### src/rtl/lsu_lane_pkg.sv
`timescale 1ns/1ps
package lsu_lane_pkg;

  typedef enum logic [1:0] {
    OP_LOAD  = 2'b00,
    OP_STORE = 2'b01,
    OP_HEAD  = 2'b10,
    OP_TAIL  = 2'b11
  } lane_op_e;

  typedef enum logic [1:0] {
    SZ_BYTE = 2'b00,
    SZ_HALF = 2'b01,
    SZ_WORD = 2'b10,
    SZ_WIDE = 2'b11
  } lane_size_e;

  // Bytes moved by an access of the given size code.
  function automatic int size_bytes(input logic [1:0] sz, input int lanes);
    case (sz)
      SZ_BYTE: return 1;
      SZ_HALF: return 2;
      default: return lanes;
    endcase
  endfunction

  // Natural alignment test: offset must be a multiple of the access size.
  function automatic logic misaligned(input logic [1:0] sz, input int off);
    case (sz)
      SZ_BYTE: return 1'b0;
      SZ_HALF: return (off % 2) != 0;
      default: return off != 0;
    endcase
  endfunction

endpackage

### src/rtl/lsu_lane_load.sv
`timescale 1ns/1ps
module lsu_lane_load
  import lsu_lane_pkg::*;
#(
  parameter int LANES = 4,
  localparam int DW    = 8 * LANES,
  localparam int OFS_W = $clog2(LANES)
) (
  input  lane_op_e           op,
  input  logic [1:0]         size,
  input  logic               sgn,
  input  logic               big_end,
  input  logic [OFS_W-1:0]   off,
  input  logic [DW-1:0]      mem_word,
  input  logic [DW-1:0]      old_val,
  output logic [DW-1:0]      result
);

  // Memory bytes re-indexed by address offset.
  logic [7:0] abyte [LANES];

  always_comb begin
    for (int i = 0; i < LANES; i++) begin
      abyte[i] = big_end ? mem_word[8*(LANES-1-i) +: 8] : mem_word[8*i +: 8];
    end
  end

  always_comb begin
    int n;
    logic fill;
    logic [OFS_W-1:0] src;
    n      = size_bytes(size, LANES);
    fill   = 1'b0;
    result = '0;
    if (op == OP_HEAD || op == OP_TAIL) begin
      result = old_val;
      for (int j = 0; j < LANES; j++) begin
        src = off + OFS_W'(j);
        if ((op == OP_HEAD) == ((int'(off) + j) < LANES)) begin
          if (big_end) result[8*(LANES-1-j) +: 8] = abyte[src];
          else         result[8*j +: 8]           = abyte[src];
        end
      end
    end else begin
      for (int j = 0; j < LANES; j++) begin
        src = off + OFS_W'(j);
        for (int k = 0; k < LANES; k++) begin
          if (j < n && k == (big_end ? n - 1 - j : j)) result[8*k +: 8] = abyte[src];
        end
      end
      for (int k = 0; k < LANES; k++) begin
        if (k == n - 1) fill = sgn & result[8*k + 7];
      end
      for (int k = 0; k < LANES; k++) begin
        if (k >= n) result[8*k +: 8] = {8{fill}};
      end
    end
  end

endmodule

### src/rtl/lsu_lane_store.sv
`timescale 1ns/1ps
module lsu_lane_store
  import lsu_lane_pkg::*;
#(
  parameter int LANES = 4,
  localparam int DW    = 8 * LANES,
  localparam int OFS_W = $clog2(LANES)
) (
  input  logic               en,
  input  logic [1:0]         size,
  input  logic               big_end,
  input  logic [OFS_W-1:0]   off,
  input  logic [DW-1:0]      wdata,
  output logic [DW-1:0]      st_data,
  output logic [LANES-1:0]   st_be
);

  // vseq[j] is the byte written at address offset off+j.
  logic [7:0] vseq [LANES];

  always_comb begin
    int n;
    n = size_bytes(size, LANES);
    for (int j = 0; j < LANES; j++) begin
      vseq[j] = '0;
      for (int v = 0; v < LANES; v++) begin
        if (j < n && v == (big_end ? n - 1 - j : j)) vseq[j] = wdata[8*v +: 8];
      end
    end
  end

  always_comb begin
    int n;
    int ai;
    n       = size_bytes(size, LANES);
    st_data = '0;
    st_be   = '0;
    for (int l = 0; l < LANES; l++) begin
      ai = big_end ? LANES - 1 - l : l;
      for (int j = 0; j < LANES; j++) begin
        if (en && j < n && (int'(off) + j) == ai) begin
          st_data[8*l +: 8] = vseq[j];
          st_be[l]          = 1'b1;
        end
      end
    end
  end

endmodule

### src/rtl/lsu_lane_stage.sv
`timescale 1ns/1ps
module lsu_lane_stage #(
  parameter int W    = 8,
  parameter bit PIPE = 1'b1
) (
  input  logic         clk,
  input  logic         rst_n,
  input  logic         in_valid,
  output logic         in_ready,
  input  logic [W-1:0] in_data,
  output logic         out_valid,
  input  logic         out_ready,
  output logic [W-1:0] out_data
);

  if (PIPE) begin : g_reg
    logic         vld_q;
    logic [W-1:0] dat_q;

    always_ff @(posedge clk or negedge rst_n) begin
      if (!rst_n) begin
        vld_q <= 1'b0;
        dat_q <= '0;
      end else if (in_ready) begin
        vld_q <= in_valid;
        dat_q <= in_data;
      end
    end

    assign in_ready  = !vld_q || out_ready;
    assign out_valid = vld_q;
    assign out_data  = dat_q;
  end else begin : g_wire
    assign in_ready  = out_ready;
    assign out_valid = in_valid;
    assign out_data  = in_data;
  end

endmodule

### src/rtl/lsu_lane_align.sv
`timescale 1ns/1ps
module lsu_lane_align
  import lsu_lane_pkg::*;
#(
  parameter int LANES = 4,
  parameter bit PIPE  = 1'b1,
  localparam int DW    = 8 * LANES,
  localparam int OFS_W = $clog2(LANES)
) (
  input  logic               clk,
  input  logic               rst_n,
  input  logic               req_valid,
  output logic               req_ready,
  input  logic [1:0]         req_op,
  input  logic [1:0]         req_size,
  input  logic               req_signed,
  input  logic               req_big_endian,
  input  logic [OFS_W-1:0]   req_offset,
  input  logic [DW-1:0]      req_wdata,
  input  logic [DW-1:0]      req_rdata,
  input  logic [DW-1:0]      req_old,
  output logic               rsp_valid,
  input  logic               rsp_ready,
  output logic [DW-1:0]      rsp_ld_data,
  output logic [DW-1:0]      rsp_st_data,
  output logic [LANES-1:0]   rsp_be,
  output logic               rsp_misalign
);

  localparam int PW = 2 * DW + LANES + 1;

  lane_op_e         op;
  logic             mis;
  logic [DW-1:0]    load_res;
  logic [DW-1:0]    ld_data;
  logic [DW-1:0]    st_data;
  logic [LANES-1:0] st_be;
  logic [PW-1:0]    pay_in;
  logic [PW-1:0]    pay_out;

  assign op  = lane_op_e'(req_op);
  assign mis = (op == OP_LOAD || op == OP_STORE) && misaligned(req_size, int'(req_offset));

  lsu_lane_load #(.LANES(LANES)) u_load (
    .op       (op),
    .size     (req_size),
    .sgn      (req_signed),
    .big_end  (req_big_endian),
    .off      (req_offset),
    .mem_word (req_rdata),
    .old_val  (req_old),
    .result   (load_res)
  );

  lsu_lane_store #(.LANES(LANES)) u_store (
    .en       (op == OP_STORE && !mis),
    .size     (req_size),
    .big_end  (req_big_endian),
    .off      (req_offset),
    .wdata    (req_wdata),
    .st_data  (st_data),
    .st_be    (st_be)
  );

  assign ld_data = (op != OP_STORE && !mis) ? load_res : '0;
  assign pay_in  = {ld_data, st_data, st_be, mis};

  lsu_lane_stage #(.W(PW), .PIPE(PIPE)) u_stage (
    .clk       (clk),
    .rst_n     (rst_n),
    .in_valid  (req_valid),
    .in_ready  (req_ready),
    .in_data   (pay_in),
    .out_valid (rsp_valid),
    .out_ready (rsp_ready),
    .out_data  (pay_out)
  );

  assign {rsp_ld_data, rsp_st_data, rsp_be, rsp_misalign} = pay_out;

endmodule

### config.mk
export PLATFORM = sky130hd
export DESIGN_NAME = lsu_lane_align
export DESIGN_NICKNAME = d
export VERILOG_FILES = /design/src/rtl/lsu_lane_pkg.sv /design/src/rtl/lsu_lane_load.sv /design/src/rtl/lsu_lane_store.sv /design/src/rtl/lsu_lane_stage.sv /design/src/rtl/lsu_lane_align.sv
export SDC_FILE = /design/constraint.sdc
export NUM_CORES = 1
export LEC_CHECK = 0
export CAP_MARGIN = 20
export CORE_AREA = 2 2 196 198
export DETAILED_ROUTE_END_ITERATION = 8
export DIE_AREA = 0 0 198 200
export DONT_BUFFER_PORTS = 1
export GPL_TIMING_DRIVEN = 0
export SLEW_MARGIN = 40
export SYNTH_ARGS = -nofsm -noshare
export SYNTH_HDL_FRONTEND = slang
export SYNTH_HIERARCHICAL = 1
export SYNTH_SLANG_ARGS = --single-unit
export TNS_END_PERCENT = 100
### constraint.sdc
create_clock -name clk -period 3.04 [get_ports clk]
set_input_delay 0.456 -clock clk [delete_from_list [all_inputs] [get_ports clk]]
set_output_delay 0.456 -clock clk [all_outputs]
set_load 0.03 [all_outputs]
### After elaboration in Yosys (flattened, before gate mapping)

Cells that the tools add are included.

* register bits: 70
* input port bits: 108
* output and inout port bits: 71

* add/subtract/negate cells: 10
* magnitude comparators: 16
* eq/ne operators: 40
* multiplexer cells: 118
* bitwise logic cells: 8
* reductions and logical operators: 52

Operators with widths (number)
* $mux 8: 80
* $eq 32x32->1: 12
* $eq 3x32->1 const A: 10
* $mux 32: 6
* $eq 2x32->1 const A: 5
* $logic_not 32->1: 5
* $eq 3x32->1: 4
* $lt 32x4->1 const B: 3
* $bmux 8 s2: 4
* $ge 3x32->1 const A: 2
* $sub 32x2->32 const B: 2
* $sub 32x3->32 const B: 2
* $logic_and 1x1->1: 39
* $ge 1x32->1 const A: 1
* $ge 2x32->1 const A: 1
* $mux 16: 2
* $mux 1: 20
* $ge 3x3->1 const B: 4
* $not 2->3: 4
* $mux 2: 4
* $add 2x2->3 const B: 2
* $lt 1x3->1 const A: 2
* $lt 2x3->1 const A: 2
* $pmux 3 s2: 1
* 14 further kinds: 27

### Depth between registers and ports, before layout

Gate-level depths: netlist of run 1.

* depth after elaboration: 19
* depth in mapped cells: 16
* gate-level depth less buffers: 14

### Hierarchy

The synthesis of run 1 kept the hierarchy.

Modules (own cells, without submodules)
* lsu_lane_load: times used 1, cells an instance 501, area an instance 3540.9 um2, seq. area each 0.0 um2
* lsu_lane_stage: times used 1, cells an instance 149, area an instance 2964.1 um2, seq. area each 1751.7 um2
* lsu_lane_store: times used 1, cells an instance 313, area an instance 2107.0 um2, seq. area each 0.0 um2
* lsu_lane_align: times used 1, cells an instance 82, area an instance 680.7 um2, seq. area each 0.0 um2

### Worst setup path after synthesis of run 1

Ideal clock, no wire load.

* path type: input -> register
* start: input port req_size[1]
* end: register u_stage.g_reg.dat_q[20], in the netlist u_stage/out_data[20]
* arrival: 3044 ps
* slack: -69 ps
* cell stages on the path: 12
* cell sequence: clkbuf_1 clkbuf_1 nand2b_1 ha_1 inv_1 ha_1 or3b_1 buf_2 a221oi_1 o221ai_1 a31oi_1 mux2_4

* word-level cells in the longest chain between the ends: 14

RTL lines
* from (decl): RTL line lsu_lane_align.sv:15 `input logic [1:0] req_size,`
* $eq 2x1->1 or $logic_not 2->1 (tied branches): RTL line lsu_lane_pkg.sv:20, lsu_lane_pkg.sv:29
* $pmux 3 s2: RTL line lsu_lane_pkg.sv:20 `case (sz)`
* $sub 32x2->32: RTL line lsu_lane_store.sv:27 `if (j < n && v == (big_end ? n - 1 - j : j)) vseq[j] = wdata[8*v +: 8];`
* $sub 32x2->32 or $mux 32 (tied branches): RTL line lsu_lane_store.sv:27
* $mux 32 or $logic_not 32->1 (tied branches): RTL line lsu_lane_store.sv:27
* $logic_not 32->1 or $logic_and 1x1->1 (tied branches): RTL line lsu_lane_store.sv:27
* $logic_and 1x1->1 or $mux 8 (tied branches): RTL line lsu_lane_store.sv:27
* $mux 8 (3 in series): RTL line lsu_lane_store.sv:27
* $mux 8 (on tied branches): RTL line lsu_lane_store.sv:27, lsu_lane_store.sv:41
* $mux 8 (2 in series): RTL line lsu_lane_store.sv:41 `if (en && j < n && (int'(off) + j) == ai) begin`
* $mux 8 *: RTL line lsu_lane_store.sv:41
* net st_data[15]: RTL line lsu_lane_align.sv:36 `logic [DW-1:0] st_data;`
* to (signal assigned): RTL line lsu_lane_stage.sv:26 `dat_q <= in_data;`
* to (decl): RTL line lsu_lane_stage.sv:18 `logic [W-1:0] dat_q;`

The timed path passes the listed nets; every way through them passes the cells marked *.
A chain may end at the register's enable or synchronous reset.

### Worst setup path after layout of run 1

* start: input port req_size[1]
* end: register u_stage.g_reg.dat_q[24], in the netlist u_stage/out_data[24]

The elaborated chain is that of the path after synthesis.

==> results of run 1 <==
[cells in the mapped netlist, types with 18 or more instances]
cell	count
nand2_1	85
a21oi_1	73
dfrtp_1	70
mux2_4	68
nand3_1	57
mux2i_1	52
inv_1	50
nor2_1	45
o22ai_1	39
a211oi_2	37
clkbuf_1	37
o21ai_0	37
a31oi_1	36
o221ai_1	32
nand2b_1	24
buf_2	23
mux4_2	23
mux2_2	22
a21o_1	21
o211ai_1	18
[power by group]
part | switching [W] | internal, W
Sequential | 0.000280 | 0.00102
Clock | 0.000430 | 0.000717
Combinational | 0.000857 | 0.000637
Total | 0.00157 | 0.00237
[what timing repair did]
item	CTS	global route
pin swaps	5	6
endpoints found under the hold margin	70	0
setup buffers	2	4
endpoints found under the setup margin	66	65
hold buffers	1	0
gates resized for setup	31	44
[stage by stage]
| step | cells | utilization [%] | instance area (sq um) |
|---|---|---|---|
| CTS | 1575 | 27.99 | 10470 |
| global route | 1580 | 28.58 | 10690 |
| detailed placement | 1556 | 26.61 | 9953 |
| global placement | 1556 | 26.57 | 9938 |
| floorplan | 1045 | - | 9299 |
| finish | 1583 | 28.60 | 10700 |
[flip-flops by register name, summed over array words and instances (netlist names)]
| register | count |
|---|---|
| u_stage/out_data | 69 |
| u_stage/out_valid | 1 |
[cell families after synthesis]
kind of cell             Yosys count  synth area share [%]
buffers and inverters            152                 9.694
flip-flops                        70                 18.85
XOR/XNOR                           5                0.4712
adder cells (fa/ha/maj)            9                 1.212
AND/OR/NAND/NOR                  272                 14.99
AO/OA/AOI/OAI                    372                 29.96
multiplexers                     165                 24.83
[metal layers]
metal	vias to the layer above	part of all wire, %	wire length [um]
met1	4358	38	14940
met4	6	2.4	954
met5	-	0.11	42
li1	4017	-	-
met2	605	46	18150
met3	82	14	5624
[worst min path at each step]
stage,endpoint,slack [ns],cells past startpoint
2_1_floorplan,u_stage/out_data[0],0.16,0
3_3_place_gp,u_stage/out_data[15],0.16,0
5_1_grt,u_stage/out_data[16],0.02,1
6_report,u_stage/out_data[16],-0.008,1
3_5_place_dp,u_stage/out_data[15],0.16,0
4_1_cts,u_stage/out_data[16],0.003,1
[cell type report]
type | instances | share of cell area [%]
Sequential cell | 70 | 16.38
Clock inverter | 6 | 0.8071
Buffer | 97 | 7.124
Multi-Input combinational cell | 823 | 64.65
Clock buffer | 10 | 2.141
Antenna cell | 4 | 0.09358
Timing Repair Buffer | 7 | 0.7954
Tap cell | 511 | 5.977
Inverter | 55 | 2.035
==> impl_metrics.yaml, run 1 <==
power_and_ir_drop:
  fin_total_pwr_w: 0.003937
  power.leakage_nw: 4.308
  ir_worst_vdd_v: 0.0002334
  p_per_area_nw_per_um2: 368.1
drt:
  drc: 0
  dr.pass1.iters: 7
  drtIter0Drc: 993
  route.vias.total: 9068
  routed_wl_mm: 39.71
  final_antenna_net_count: 0
  viasPerCell: 5.728
  wl_per_cell_um: 25.08
clock_network:
  clk_path_buf_depth: 2
  clk_pin_slew_ns: 0.06
  numClockSinks: 70
  clkLatencyLatePin_ns: 0.34
  numCtsBuffers: 9
  htreeDepth: 3
  cts_tree: "done"
  root_buffer: "clkbuf_16"
critical_path:
  timing.rr.end: "u_stage/out_data[64]"
  cp_slowest_cell: "o21ai_0"
  cp.depth: 11
  rr_worst_depth: 4
  arrival_ns: 3.30
  reg2reg_from: "u_stage/out_valid"
  worst-path-buf-inv: 3
  crit_fanout: 10
  start_kind: "input port"
  crit_chain: "clkbuf_4 -> buf_6 -> nand2b_1 -> ha_1 -> inv_1 -> ha_1 -> nand4bb_1 -> o21ai_0 -> o221ai_1 -> a31oi_1 -> mux2_4"
  crit_path_end: "u_stage/out_data[24]"
  critPathKind: "input port to flop"
  r2r_slack_ns: 1.60
  crit_path_end_kind: "flop"
  path_common_cell: "ha_1"
  crit_start: "req_size[1]"
  max_stage_delay_ns: 0.59
  crit_family: "compound AO/OA/AOI/OAI gates"
  crit_required_ns: 3.32
synth:
  synth_edf_count: 0
  yosys_warnings: 6
  yosys.cell_types.count: 73
  synthCells: 1045
  synthFlopType: "dfrtp_1"
  avgSynthCellArea_sq_um: 8.892
  seq_area_frac_synth_pct: 18.85
  syn-cell-area_sq_um: 9293
  netlist_top_cells_area: "dfrtp_1 19%, mux2_4 11%, mux2i_1 5.6%"
  yosys_register_bits: 70
  yosysTopAreaCellShare_pct: 18.85
  yosys.area.top_type: "dfrtp_1"
  async_flop_share_pct: 100.0
  synth_fp_nets: 1162
layout:
  nets: 1180
  final-seq-area_sq_um: 1752
  final_common_cell: "nand2_1"
  layout-drive-gt1-share_pct: 26.87
  multiInputGateArea_sq_um: 6915
  fill_cells: 4011
  most-common-layout-cells: "84 x nand2_1, 73 x a21oi_1, 70 x dfrtp_1"
  area_growth_pct: 15.11
floorplanning:
  start_util_pct: 24.85
  coreArea_sq_um: 37400
  fp.dieW_um: 198
  die_area_sq_um: 39600
  io_pins: 179
  placementRows: 71
  die_h_um: 200
global_routing:
  overflow: 0
  grt_busiest_layer: "met2"
  grtUsageMet1_pct: 23.51
  grt_util_met2_pct: 31.91
  grt_util_all_layers_pct: 19.37
  antenna_found_initial: 6
  grt_max_degree: 71
  grt_pass1_wl_mm: 57.47
  use_met3_pct: 7.913
  grt_pass1_vias: 8694
place:
  portBuffers: 0
  gp_congestion: 0.9918
  dp_hpwl_mm: 30.53
  post-place-ws_ns: -0.8953
sta:
  drv_slew: 0
  tightest_slew_ns: 0.9992
  max_freq_mhz: 331.2
  min_period_over_period_pct: 99.33
  fin_ws_ns: 0.02051
  relSlewSlack_pct: 33.39
  whs_ns: -0.008002
  hold_viol_final: 9
  fin_worst_skew_ns: 0.008606
  period_needed_ns: 3.019
  finalSetupViolCount: 0
  setup_tns_ns: 0
status:
  violations: "hold timing"
  outcome: "finished with violations"
job:
  drv_cap: 0
worst_hold_path:
  hold_path.class: "input port to asynchronous set/reset pin"
Power figures use the tool's default switching activity.
==> inputs of run 2 (changes only) <==
--- a/config.mk
+++ b/config.mk
@@ -5,10 +5,11 @@
 export SDC_FILE = /design/constraint.sdc
 export NUM_CORES = 1
 export LEC_CHECK = 0
+export ABC_AREA = 1
 export CAP_MARGIN = 20
-export CORE_AREA = 2 2 196 198
+export CORE_AREA = 2 2 191 193
 export DETAILED_ROUTE_END_ITERATION = 8
-export DIE_AREA = 0 0 198 200
+export DIE_AREA = 0 0 193 195
 export DONT_BUFFER_PORTS = 1
 export GPL_TIMING_DRIVEN = 0
 export SLEW_MARGIN = 40
==> run 2 against run 1 <==
  * The run now ends clean
  * Count of clock-buffer cells in the layout up 3
  * Design area down 9.1%
  * Die area down 5.0%
  * Core utilization down 1.1 points
  * Critical path depth up 11
  * Combinational power down 10%
  * Via count up 1.7%
  * Maximum frequency up 2.8%
  * Critical path type unchanged
  * Largest cell class unchanged
  * Highest routed layer is now met4
==> impl_metrics.yaml, run 2 <==
status:
  outcome: "finished clean"
synth:
  netlist_top_cells_area: "dfrtp_1 20%, nand2_1 18%, nand2_4 9.1%"
  yosys_register_bits: 70
  synth_fp_nets: 1467
  yosys_warnings: 6
  syn-cell-area_sq_um: 8760
  yosys.cell_types.count: 49
  yosysTopAreaCellShare_pct: 20.00
  synthCells: 1350
  avgSynthCellArea_sq_um: 6.489
  async_flop_share_pct: 100.0
  synthFlopType: "dfrtp_1"
  ys_top_cells_by_count: "430 x nand2_1, 136 x nand3_1, 84 x inv_1, 84 x o21ai_0, 73 x nor2_1"
  yosys.cell_count.top_type: "nand2_1"
  synth_edf_count: 0
  yosys.area.top_type: "dfrtp_1"
  seq_area_frac_synth_pct: 20.00
layout:
  fill_cells: 3911
  final_common_cell: "nand2_1"
  layout-drive-gt1-share_pct: 20.98
  most-common-layout-cells: "430 x nand2_1, 136 x nand3_1, 84 x inv_1"
  area_growth_pct: 11.04
  nets: 1480
  largest_reg_flops: 69
sta:
  max_freq_mhz: 340.3
  rsz0062_at_grt: "no"
  relSlewSlack_pct: 49.12
  min_period_over_period_pct: 96.66
  tightest_slew_ns: 0.7420
  finalSetupViolCount: 0
  fin_worst_skew_ns: 0.004886
  period_needed_ns: 2.938
  hold_viol_final: 0
  fin_ws_ns: 0.1016
  setup_tns_ns: 0
  drv_slew: 0
power_and_ir_drop:
  pwr-share-comb_pct: 36.7
  switchingPower_w: 0.001545
  switching_share_pct: 42.18
  power.leakage_nw: 4.691
  power.share.clock_pct: 29.0
  ir_worst_vdd_v: 0.0002453
  fin_total_pwr_w: 0.003663
  sequentialPowerShare_pct: 34.3
  power.internal_w: 0.002118
  p_per_area_nw_per_um2: 376.6
critical_path:
  r2r_slack_ns: 1.69
  crit_required_ns: 3.31
  arrival_ns: 3.21
  crit_path_end_kind: "flop"
  start_kind: "input port"
  critPathKind: "input port to flop"
  crit_fanout: 9
global_routing:
  grt_util_all_layers_pct: 17.83
  grt_max_degree: 71
  grt_pass1_vias: 8715
  antenna_found_initial: 8
  grt_pass1_wl_mm: 52.36
  overflow: 0
place:
  portBuffers: 0
  dp_hpwl_mm: 27.57
  post-place-ws_ns: -0.4336
  gp_congestion: 0.9446
job:
  drv_cap: 0
floorplanning:
  coreArea_sq_um: 35400
  die_h_um: 195
  die_area_sq_um: 37640
  start_util_pct: 24.75
  io_pins: 179
  fp.dieW_um: 193
  placementRows: 69
clock_network:
  htreeDepth: 3
  clkLatencyLatePin_ns: 0.33
  clk_pin_slew_ns: 0.06
  root_buffer: "clkbuf_16"
  cts_tree: "done"
  numClockSinks: 70
  clk_path_buf_depth: 2
  numCtsBuffers: 9
drt:
  dr.pass1.iters: 5
  route.vias.total: 9224
  viasPerCell: 5.018
  drc: 0
  drtIter0Drc: 970
  wl_per_cell_um: 18.59
  routed_wl_mm: 34.17
  final_antenna_net_count: 0
worst_hold_path:
  hold_path.class: "input port to asynchronous set/reset pin"
## run 2: cell types whose count changed in the layout (fill, tap and decap cells not counted), moves of 28 or more
cell	before	now
nand2_1	84	430
nand3_1	55	136
nand2_4	0	71
mux2_4	68	0
nand2_2	1	62
mux2i_1	49	2
o21ai_0	36	81
o22ai_1	39	0
a211oi_2	36	0
inv_1	48	84
nand4_1	1	34
a31oi_1	34	2
o221ai_1	32	0
nor2_1	43	71
## run 2: area by class of cell
class,instances,area (sq um),area share [%]
diodes,9,22.52,0.2315
well taps,461,576.8,5.930
clock inverters,3,42.54,0.4374
flip-flops and latches,70,1752,18.01
clock buffers,13,260.3,2.676
plain buffers,66,526.8,5.415
repair buffers,4,50.05,0.5145
inverters,99,386.6,3.975
multi-input cells,1113,6110,62.81
## run 2: repair_timing
item                                    CTS  global route
endpoints found under the setup margin    1            32
gates cloned                              0             0
pin swaps                                 0             1
resized for setup                         1             8
endpoints found under the hold margin    70             0
buffers inserted                          0             3
hold buffers                              1             0
## run 2: path summary, 6_finish.rpt
path,from,to,cells past startpoint
worst max-delay path,req_size[1],u_stage/out_data[49],22
worst min-delay path,rst_n,u_stage/out_data[26],1
worst max register to register,u_stage/out_valid,u_stage/out_data[15],4
worst min register to register,u_stage/out_data[64],u_stage/out_data[64],2
max in group asynchronous,rst_n,u_stage/out_data[62],1
min in group clk,req_valid,u_stage/out_valid,2
## run 2: cells by family (layout without fill, tap and decap cells)
family	Yosys count	in the layout	share of synthesized area [%]
AOI/OAI and AO/OA	226	226	14.67
xor gates and xnor gates	5	5	0.9286
adders and majority gates	9	9	1.286
buffers and inverters	167	185	10.47
DFF	70	70	20.00
muxes	2	2	0.2285
other	0	9	0
and+or+nand+nor	871	871	52.42
## run 2: worst max-delay path, stage by stage
cell     delay [ns]
buf_2          0.20
nor2_4         0.10
inv_1          0.06
ha_1           0.13
buf_2          0.22
inv_2          0.08
ha_1           0.25
inv_1          0.08
a31oi_2        0.12
nor2_4         0.16
nand2_1        0.06
nand3_1        0.09
nand3_1        0.10
nand3_2        0.10
nand2_4        0.11
nand2_4        0.14
nand2_4        0.10
a21oi_1        0.26
inv_1          0.07
nor2_1         0.19
nand2_4        0.06
nand2_2        0.04
## run 2: routing by layer
metal	share of wire, %	track usage (%)
met1	43	23.70
met2	44	27.23
met3	11	5.302
met4	2.6	6.397
met5	0	0
## run 2: power by group through the flow
stage	sequential (W)	clock [W]	combinational, W
final	0.00126	0.00106	0.00134
after global routing	0.00127	0.00113	0.00147
after CTS	0.00126	0.00109	0.00131
after detailed placement	0.00128	0	0.00128
after global placement	0.00128	0	0.00127
after floorplan	0.00123	0	0.000983
## run 2: metrics by stage
stage	cells	utilization, %	hold slack, ns	cell area (sq um)
after global routing	1835	27.46	0.01619	9719
final	1838	27.48	0.003074	9727
after global placement	1811	26.38	0.1622	9336
after detailed placement	1811	26.38	0.1623	9336
after floorplan	1350	-	0.1604	8760
after CTS	1828	27.31	0.01963	9667
